**src/rtl/od_rep_pkg.sv**
```systemverilog
package od_rep_pkg;
    typedef enum logic [3:0] {
        ST_OFF,
        ST_IDLE,
        ST_H_WAIT,
        ST_H_HOLD,
        ST_H_BOOST,
        ST_C_WAIT,
        ST_C_HOLD,
        ST_C_BOOST,
        ST_CLASH
    } rep_state_t;
endpackage

```
**src/rtl/od_sync.sv**
```systemverilog
module od_sync #(
    parameter int unsigned STAGES = 2,
    parameter int unsigned WIDTH  = 1
) (
    input  logic             clk,
    input  logic             rst_n,
    input  logic [WIDTH-1:0] d,
    output logic [WIDTH-1:0] q
);
    // Reset to high: an idle open-drain line rests high.
    logic [WIDTH-1:0] chain [STAGES];

    always_ff @(posedge clk or negedge rst_n) begin
        if (!rst_n) chain[0] <= '1;
        else        chain[0] <= d;
    end

    generate
        for (genvar g = 1; g < STAGES; g++) begin : g_stage
            always_ff @(posedge clk or negedge rst_n) begin
                if (!rst_n) chain[g] <= '1;
                else        chain[g] <= chain[g-1];
            end
        end
    endgenerate

    assign q = chain[STAGES-1];
endmodule

```
**src/rtl/od_fall_detect.sv**
```systemverilog
module od_fall_detect #(
    parameter int unsigned WIDTH = 1
) (
    input  logic             clk,
    input  logic             rst_n,
    input  logic [WIDTH-1:0] level,
    output logic [WIDTH-1:0] fall
);
    logic [WIDTH-1:0] level_q;

    always_ff @(posedge clk or negedge rst_n) begin
        if (!rst_n) level_q <= '1;
        else        level_q <= level;
    end

    assign fall = level_q & ~level;
endmodule

```
**src/rtl/od_span_timer.sv**
```systemverilog
module od_span_timer #(
    parameter int unsigned SPAN = 10
) (
    input  logic clk,
    input  logic rst_n,
    input  logic clear,
    output logic done
);
    localparam int unsigned CW = $clog2(SPAN + 1);

    logic [CW-1:0] cnt;

    // done is high in the last cycle of a SPAN-cycle window opened by clear.
    assign done = (cnt == CW'(SPAN - 1));

    always_ff @(posedge clk or negedge rst_n) begin
        if (!rst_n)     cnt <= '0;
        else if (clear) cnt <= '0;
        else if (!done) cnt <= cnt + 1'b1;
    end
endmodule

```
**src/rtl/od_line_repeater.sv**
```systemverilog
module od_line_repeater
    import od_rep_pkg::*;
#(
    parameter int unsigned TD_CYCLES   = 10,
    parameter int unsigned SYNC_STAGES = 2
) (
    input  logic clk,
    input  logic rst_n,
    input  logic session_en,
    input  logic chip_sel,
    input  logic host_in,
    input  logic card_in,
    output logic host_drive_low,
    output logic host_boost,
    output logic card_drive_low,
    output logic card_boost
);
    // The boost window must outlast the synchronizer latency, so that the
    // released slave line has been seen high again when the boost ends.
    localparam int unsigned SPAN = (TD_CYCLES < SYNC_STAGES + 1) ? SYNC_STAGES + 1 : TD_CYCLES;

    rep_state_t state_q, state_d;
    logic host_seen, host_s, card_s, host_fall, card_fall, span_done;
    logic host_drv_raw, host_bst_raw;

    // A deselected host side reads as released.
    assign host_seen = chip_sel ? host_in : 1'b1;

    od_sync #(.STAGES(SYNC_STAGES), .WIDTH(2)) u_sync (
        .clk   (clk),
        .rst_n (rst_n),
        .d     ({host_seen, card_in}),
        .q     ({host_s, card_s})
    );

    od_fall_detect #(.WIDTH(2)) u_fall (
        .clk   (clk),
        .rst_n (rst_n),
        .level ({host_s, card_s}),
        .fall  ({host_fall, card_fall})
    );

    od_span_timer #(.SPAN(SPAN)) u_timer (
        .clk   (clk),
        .rst_n (rst_n),
        .clear (state_d != state_q),
        .done  (span_done)
    );

    always_comb begin
        state_d = state_q;
        if (!session_en) begin
            state_d = ST_OFF;
        end else begin
            unique case (state_q)
                ST_OFF:  state_d = ST_IDLE;
                ST_IDLE: begin
                    if (host_fall && card_fall) state_d = ST_CLASH;
                    else if (host_fall)         state_d = ST_H_WAIT;
                    else if (card_fall)         state_d = ST_C_WAIT;
                end
                ST_H_WAIT: begin
                    if (host_s)         state_d = ST_IDLE;
                    else if (span_done) state_d = ST_H_HOLD;
                end
                ST_H_HOLD:  if (host_s) state_d = ST_H_BOOST;
                ST_H_BOOST: if (span_done) state_d = (host_s && card_s) ? ST_IDLE : ST_CLASH;
                ST_C_WAIT: begin
                    if (card_s)         state_d = ST_IDLE;
                    else if (span_done) state_d = ST_C_HOLD;
                end
                ST_C_HOLD:  if (card_s) state_d = ST_C_BOOST;
                ST_C_BOOST: if (span_done) state_d = (host_s && card_s) ? ST_IDLE : ST_CLASH;
                ST_CLASH:   if (host_s && card_s) state_d = ST_IDLE;
                default:    state_d = ST_OFF;
            endcase
        end
    end

    always_ff @(posedge clk or negedge rst_n) begin
        if (!rst_n) state_q <= ST_OFF;
        else        state_q <= state_d;
    end

    always_comb begin
        card_drive_low = 1'b0;
        card_boost     = 1'b0;
        host_drv_raw   = 1'b0;
        host_bst_raw   = 1'b0;
        unique case (state_q)
            ST_OFF:     card_drive_low = 1'b1;
            ST_H_HOLD:  card_drive_low = 1'b1;
            ST_H_BOOST: card_boost     = 1'b1;
            ST_C_HOLD:  host_drv_raw   = 1'b1;
            ST_C_BOOST: host_bst_raw   = 1'b1;
            default:    ;
        endcase
    end

    assign host_drive_low = host_drv_raw & chip_sel;
    assign host_boost     = host_bst_raw & chip_sel;

    // the two sides are never driven low at the same time
    p_one_driver_r5: assert property (@(posedge clk) disable iff (!rst_n)
        !(host_drive_low && card_drive_low));

    // boost and drive never overlap on the card side
    p_no_boost_drive_r6: assert property (@(posedge clk) disable iff (!rst_n)
        !(card_boost && card_drive_low));

    // a card boost is always preceded by a card drive
    p_boost_after_drive_r6: assert property (@(posedge clk) disable iff (!rst_n)
        $rose(card_boost) |-> $past(card_drive_low));

    // a copy onto the card starts only while the host is seen low
    p_copy_needs_master_r3: assert property (@(posedge clk) disable iff (!rst_n)
        ($rose(card_drive_low) && $past(session_en)) |-> $past(!host_s));

    // session off forces the card line low on the next cycle
    p_off_hold_r11: assert property (@(posedge clk) disable iff (!rst_n)
        !session_en |=> card_drive_low);
endmodule

```
**config.mk**
```make
export PLATFORM = sky130hd
export DESIGN_NAME = od_line_repeater
export DESIGN_NICKNAME = d
export VERILOG_FILES = /design/src/rtl/od_rep_pkg.sv /design/src/rtl/od_sync.sv /design/src/rtl/od_fall_detect.sv /design/src/rtl/od_span_timer.sv /design/src/rtl/od_line_repeater.sv
export SDC_FILE = /design/constraint.sdc
export NUM_CORES = 1
export LEC_CHECK = 0
export BUFFER_PORTS_ARGS = -buffer_cell sky130_fd_sc_hd__buf_2
export CORE_MARGIN = 3
export CORE_UTILIZATION = 50
export DETAILED_ROUTE_END_ITERATION = 16
export GPL_TIMING_DRIVEN = 0
export PLACE_DENSITY_LB_ADDON = 0.08
export SYNTH_ARGS = -nofsm -noshare
export SYNTH_HDL_FRONTEND = slang
export SYNTH_SLANG_ARGS = --single-unit
```
**constraint.sdc**
```tcl
create_clock -name clk -period 1.9 [get_ports clk]
set_clock_uncertainty 0.1 [all_clocks]
set_input_delay 0.285 -clock clk [delete_from_list [all_inputs] [get_ports clk]]
set_output_delay 0.285 -clock clk [all_outputs]
set_load 0.1 [all_outputs]
```
==> flow_summary.toml, run 1 <==
[grt]
overflow = 0
antenna_found_initial = 0
grt_pass1_vias = 906
grt_pass1_wl_um = 4305
grt_max_degree = 15
grt_util_all_layers_pct = 21.66

[clock_network]
cts_root_buf = "clkbuf_4"
clock-sinks = 14
cts_buffers = 3
htree_levels = 1
clock_path_buffers = 2
cts.reportedPaths.clkPinSlew_ps = 90
insertion_delay_ps = 280
cts_tree = "done"

[sta]
setup-violations-final = 0
hold_violations = 0
tightest_slew_ps = 477.3
min_period_ps = 1890
fin_ws_ps = 9.504
max_slew_margin_pct = 68.08
fin_crit_sh_pct = 99.50
fmax_ghz = 0.5290
slew_violations = 0
rsz0062_at_grt = "true"
setup_tns_ps = 0
whs_ps = 68.04

[final_layout]
final_cell_area_mm2 = 0.001426
drive_gt1_share_pct = 46.43
antenna_cells = 0
n_fill_cell = 132
layout.cells.non_filler = 165
areaGrowthSynthToFinish_pct = 39.02
num-nets-final = 149

[synthesis]
syn_area_per_cell_um2 = 8.769
syn-cell-area_mm2 = 0.001026
synth.distinct_cells = 44
syn_inst = 117
ys_ff_latch = 14
yosysSeqAreaShare_pct = 34.88
yosysWarningCount = 0
synthesis.nets = 125

[critical_path]
r2r-start = "u_timer.cnt[1]$_DFFE_PN0P_"
cp_slowest_stage_delay_ps = 420
ff2ff_setup_slack_ps = 10
critical-path-top-delay-family = "simple AND/OR/NAND/NOR gates"
crit_arrival_ps = 1960
path_buf_inv = 2
critPathKind = "flop to flop"
rr_worst_depth = 8
endpoint_kind = "flop"
crit_chain = "inv_2 -> ha_4 -> nand3b_4 -> buf_4 -> a21boi_0 -> nand3_1 -> nand4_4 -> nor4_2"
worstPathRequired_ps = 1970
worst_setup_path_start_kind = "flop"
rr_endpoint = "u_timer.cnt[3]$_DFFE_PN0P_"
cp_slowest_cell = "dfrtp_1"
cp_max_fo = 5

[detailed_routing]
drt_pass1_iterations = 6
antenna_left = 0
via_count = 984
vias_per_cell = 5.964
drc = 0
drt-initial-drc-count = 63
wl_um = 2739
wl_per_cell_um = 16.60

[min_path]
min_path_cells = 2
worstHoldEndpoint = "u_sync.chain[3]$_DFF_PN1_"
hold_path_class = "input port to flop"
hold_start = "chip_sel"

[status]
outcome = "complete, no violations"

[place]
place_area_mm2 = 0.001130
dp_hpwl_um = 1728
gp_congestion = 0.9271
port_buffers = 9
dp.cells = 151
dpl_worst_slack_ps = -62.23

[power_and_ir_drop]
power.density_mw_per_mm2 = 662.2
peakVddDrop_uv = 690.7
p_leak_nw = 0.5982

[die]
die_area_mm2 = 0.002632
row_count = 15
chipWidth_um = 51.30
io_pins = 10
start_util_pct = 55.78
core_mm2 = 0.001839
fp.dieH_um = 51.30

[job]
max_cap_violations = 0
logic make-up after synthesis:
kind of cell	share of synthesized area (%)
flip-flops	34.88
AND/OR/NAND/NOR	30.85
AO/OA/AOI/OAI	21.46
buffers and inverters	6.949
adder cells (fa/ha/maj)	2.439
XOR/XNOR	3.415
power by group:
part | leakage [nW] | internal [W] | switching, W
sequential | 0.171 | 0.000326 | 0.0000243
clock | 0.0210 | 0.000117 | 0.0000972
combinational | 0.406 | 0.000163 | 0.000218
per-layer routing:
| layer | track usage, % | wire [um] | share of wire (%) | up-vias |
|---|---|---|---|---|
| met2 | 35.62 | 1345 | 49 | 54 |
| met3 | 5.539 | 240 | 8.8 | 2 |
| li1 | - | - | - | 462 |
| met5 | 0 | 0 | 0 | - |
| met4 | 1.310 | 25 | 0.91 | 0 |
| met1 | 30.00 | 1127 | 41 | 466 |
state kept, by name (all words and copies together) (netlist names):
signal and flops:
state_q 4, u_timer.cnt 4, u_fall.level_q 2, u_sync.chain 2, u_sync.q 2
what timing repair did:
item,CTS,global route
gates resized for setup,17,26
setup endpoints to repair,8,7
buffers inserted,3,5
pin swaps,1,12
endpoints found under the hold margin,9,0
hold buffers,2,0
metrics by stage:
step | utilization [%] | total power [W]
after CTS | 69.59 | 0.0008552
after global routing | 77.55 | 0.001001
after detailed placement | 61.43 | 0.0006086
final | 77.55 | 0.0009445
after floorplan | - | 0.0005510
after global placement | 61.43 | 0.0006016
cell usage after synthesis:
cell type,count,area [um2]
a211o_1,1,8.760
a211oi_1,1,7.510
a21boi_0,2,15.01
a21oi_1,5,25.02
a21oi_4,1,16.27
a31oi_2,1,12.51
a32oi_1,1,8.760
and2_0,1,6.260
and2_1,1,6.260
and3_1,1,6.260
and4bb_1,1,12.51
buf_2,3,15.01
buf_4,2,15.01
buf_6,2,22.52
clkinv_1,1,3.750
dfrtp_1,8,200.2
dfstp_2,6,157.7
ha_1,2,25.02
inv_1,3,11.26
inv_2,1,3.750
nand2_1,16,60.06
nand2b_1,4,25.02
nand3_1,5,25.02
nand3_2,1,10.01
nand3b_4,1,20.02
nand4_2,1,12.51
nor2_1,9,33.78
nor2b_1,5,31.28
nor3_1,2,10.01
nor3_4,1,16.27
nor4_1,5,31.28
nor4bb_1,1,10.01
o21a_1,1,7.510
o21ai_0,6,30.03
o21ai_1,1,5.000
o21ai_2,3,26.28
o221ai_1,1,8.760
o22ai_1,1,6.260
o31ai_1,2,15.01
o32a_1,1,10.01
o32ai_1,1,8.760
o41ai_1,1,8.760
xnor2_1,1,8.760
xor2_1,3,26.28
cells in the final DEF (no fill, tap or decap), types with 2 or more instances in the layout:
cell	instances
o21ai_0	6
nand3_2	2
a21oi_1	5
nor2b_1	2
nand2b_1	4
inv_2	2
dfstp_2	6
nor2_1	5
dlygate4sd3_1	2
inv_1	2
nor3_4	3
nand2_1	15
clkbuf_4	3
o21ai_2	3
buf_6	6
xor2_1	3
dfrtp_1	8
o31ai_1	2
buf_4	9
buf_12	3
nor4_2	4
nor2_2	3
buf_2	6
nor2b_2	2
nand3_1	4
cell type report:
cell class                 instances  area (um2)  share of cell area, %
multi-input combinational         91       737.0                  51.67
sequential                        14       357.8                  25.09
timing repair buffer              19       176.4                  12.37
buffer                             7       68.82                  4.825
clock buffer                       4       36.28                  2.544
tap                               25       31.28                  2.193
inverter                           5       18.77                  1.316
how the worst max path moves through the flow:
stage | start | endpoint | slack, ps | depth (start not counted)
final | u_timer.cnt[1]$_DFFE_PN0P_ | u_timer.cnt[3]$_DFFE_PN0P_ | 10 | 8
after global routing | u_timer.cnt[1]$_DFFE_PN0P_ | u_timer.cnt[1]$_DFFE_PN0P_ | -70 | 8
after CTS | u_timer.cnt[1]$_DFFE_PN0P_ | u_timer.cnt[3]$_DFFE_PN0P_ | -4 | 8
after detailed placement | u_timer.cnt[1]$_DFFE_PN0P_ | u_timer.cnt[0]$_DFFE_PN0P_ | -60 | 7
after global placement | u_timer.cnt[1]$_DFFE_PN0P_ | u_timer.cnt[0]$_DFFE_PN0P_ | -30 | 7
after floorplan | state_q[3]$_DFF_PN0_ | host_boost | -130 | 4
No activity file was read; power rests on OpenSTA's default activity.
==> run 2, diff against run 1 <==
--- a/config.mk
+++ b/config.mk
@@ -7,7 +7,7 @@
 export LEC_CHECK = 0
 export BUFFER_PORTS_ARGS = -buffer_cell sky130_fd_sc_hd__buf_2
 export CORE_MARGIN = 3
-export CORE_UTILIZATION = 50
+export CORE_UTILIZATION = 57
 export DETAILED_ROUTE_END_ITERATION = 16
 export GPL_TIMING_DRIVEN = 0
 export PLACE_DENSITY_LB_ADDON = 0.08
==> run 2 against run 1 <==
  * The run now ends with negative setup slack left
  * Core utilization increased by 14 points
  * Die area decreased by 11%
  * Sequential share of layout area decreased by 0.54 points
  * Register-to-register slack got worse by 40 ps
  * Routed wire length increased by 22%
  * Total power increased by 2.5%
  * Cell area increased by 2.2%
  * Sequential power about the same
  * Via count increased by 11%
==> flow_summary.toml, run 2 (synthesized netlist as in run 1, its figures left out) <==
[critical_path]
cp_max_fo = 4
worst_setup_path_start_kind = "flop"
endpoint_kind = "flop"
rr_worst_depth = 8
crit_arrival_ps = 2040
worstPathRequired_ps = 2000
critPathKind = "flop to flop"

[die]
die_area_mm2 = 0.002345
row_count = 14
io_pins = 10
start_util_pct = 64.36
core_mm2 = 0.001594
chipWidth_um = 48.43
fp.dieH_um = 48.43

[final_layout]
layout_common_cells = "nand2_1, buf_4, dfrtp_1"
drive_gt1_share_pct = 45.07
num-nets-final = 151
areaGrowthSynthToFinish_pct = 42.07
antenna_cells = 0
layout_commonest_cell = "nand2_1"
n_fill_cell = 62
reg_top3 = "state_q x4, u_timer.cnt x4"
final_util_pct = 91.44

[power_and_ir_drop]
peakVddDrop_uv = 537.3
p_comb_share_pct = 40.4
p_leak_nw = 0.6221
internal_power_w = 0.0006061
switchingPower_w = 0.0003623
power.density_mw_per_mm2 = 664.4
p_sw_share_pct = 37.41
p_clk_share_pct = 23.2
p_seq_share_pct = 36.5

[min_path]
hold_path_class = "input port to flop"
min_path_cells = 2

[place]
port_buffers = 9
dp_hpwl_um = 1784
gp_congestion = 0.9621

[detailed_routing]
drc = 0
vias_per_cell = 6.584
wl_per_cell_um = 20.17
via_count = 1093
wl_um = 3348
drt-initial-drc-count = 55
antenna_left = 0
drt_pass1_iterations = 4

[status]
violations = "negative setup slack"
outcome = "finished, violations left"

[sta]
setup-violations-final = 2
hold_violations = 0
max_slew_margin_pct = 73.00
whs_ps = 86.08
rsz0062_at_grt = "true"
fmax_ghz = 0.5167
min_period_ps = 1935
fin_ws_ps = -35.32
fin_crit_sh_pct = 101.9
slew_violations = 0
tightest_slew_ps = 403.7

[clock_network]
cts_root_buf = "clkbuf_4"
clock-sinks = 14
cts_buffers = 3
cts.reportedPaths.clkPinSlew_ps = 90
htree_levels = 1
insertion_delay_ps = 300
clock_path_buffers = 2
cts_tree = "done"

[grt]
grt_pass1_vias = 981
overflow = 0
grt_max_degree = 15
grt_util_all_layers_pct = 25.51
antenna_found_initial = 0
grt_pass1_wl_um = 4574

[job]
max_cap_violations = 0
-- run 2: metal layers --
layer  track usage [%]  share of wire, %  vias to the layer above
li1                  -                 -                      469
met1             30.39                37                      520
met2             42.43                50                       83
met3             5.215               9.3                       21
met4             15.17               4.0                        0
met5                 0                 0                        -
-- run 2: power groups by stage --
stage          combinational, W  sequential (W)  clock [W]
2_1_floorplan          0.000201        0.000350          0
3_3_place_gp           0.000244        0.000355          0
3_5_place_dp           0.000252        0.000357          0
4_1_cts                0.000322        0.000344   0.000226
5_1_grt                0.000414        0.000354   0.000240
6_report               0.000391        0.000353   0.000224
-- run 2: cell type report --
cell class,instances,area (um2),share of cell area (%)
Clock buffer,4,36.28,2.489
Inverter,5,18.77,1.288
Multi-Input combinational cell,91,743.2,50.99
Buffer,7,71.32,4.893
Timing Repair Buffer,21,200.2,13.73
Sequential cell,14,357.8,24.55
Tap cell,24,30.03,2.060
-- run 2: path summary, 6_finish.rpt --
kind	slack, ps	start	end
max reg2reg	-40	u_timer.cnt[0]$_DFFE_PN0P_	u_timer.cnt[2]$_DFFE_PN0P_
min	90	chip_sel	u_sync.chain[3]$_DFF_PN1_
min reg2reg	260	u_sync.chain[2]$_DFF_PN1_	u_sync.q[0]$_DFF_PN1_
min in group asynchronous	280	rst_n	u_timer.cnt[2]$_DFFE_PN0P_
max in group asynchronous	1120	rst_n	u_sync.chain[3]$_DFF_PN1_
max	-40	u_timer.cnt[0]$_DFFE_PN0P_	u_timer.cnt[2]$_DFFE_PN0P_
-- run 2: critical path, stage by stage, from the launching register on --
cell and delay [ps]:
dfrtp_1 440, ha_4 200, and4bb_2 250, buf_4 140, nand3_2 60, o21ai_2 60
o21ai_2 190, nand4_4 160, nor4_2 220
-- run 2: stage by stage --
stage / total power [W] / worst slack [ps] / instance area, um2 / cells / TNS (ps)
after floorplan: 0.0005510 / -128.2 / 1054 / 117 / -256.4
after global placement: 0.0005993 / -24.29 / 1129 / 150 / -84.90
after detailed placement: 0.0006094 / -87.66 / 1129 / 150 / -309.4
after CTS: 0.0008921 / 8.152 / 1324 / 161 / 0
after global routing: 0.001008 / -58.35 / 1458 / 166 / -163.7
final: 0.0009684 / -35.32 / 1458 / 166 / -51.99
-- run 2: repair_timing --
item                                   4_1_cts  5_1_grt
pin swaps                                    4        9
buffers inserted                             5        5
hold buffers                                 2        0
setup endpoints to repair                    8        7
endpoints found under the hold margin        9        0
gates resized for setup                     24       24
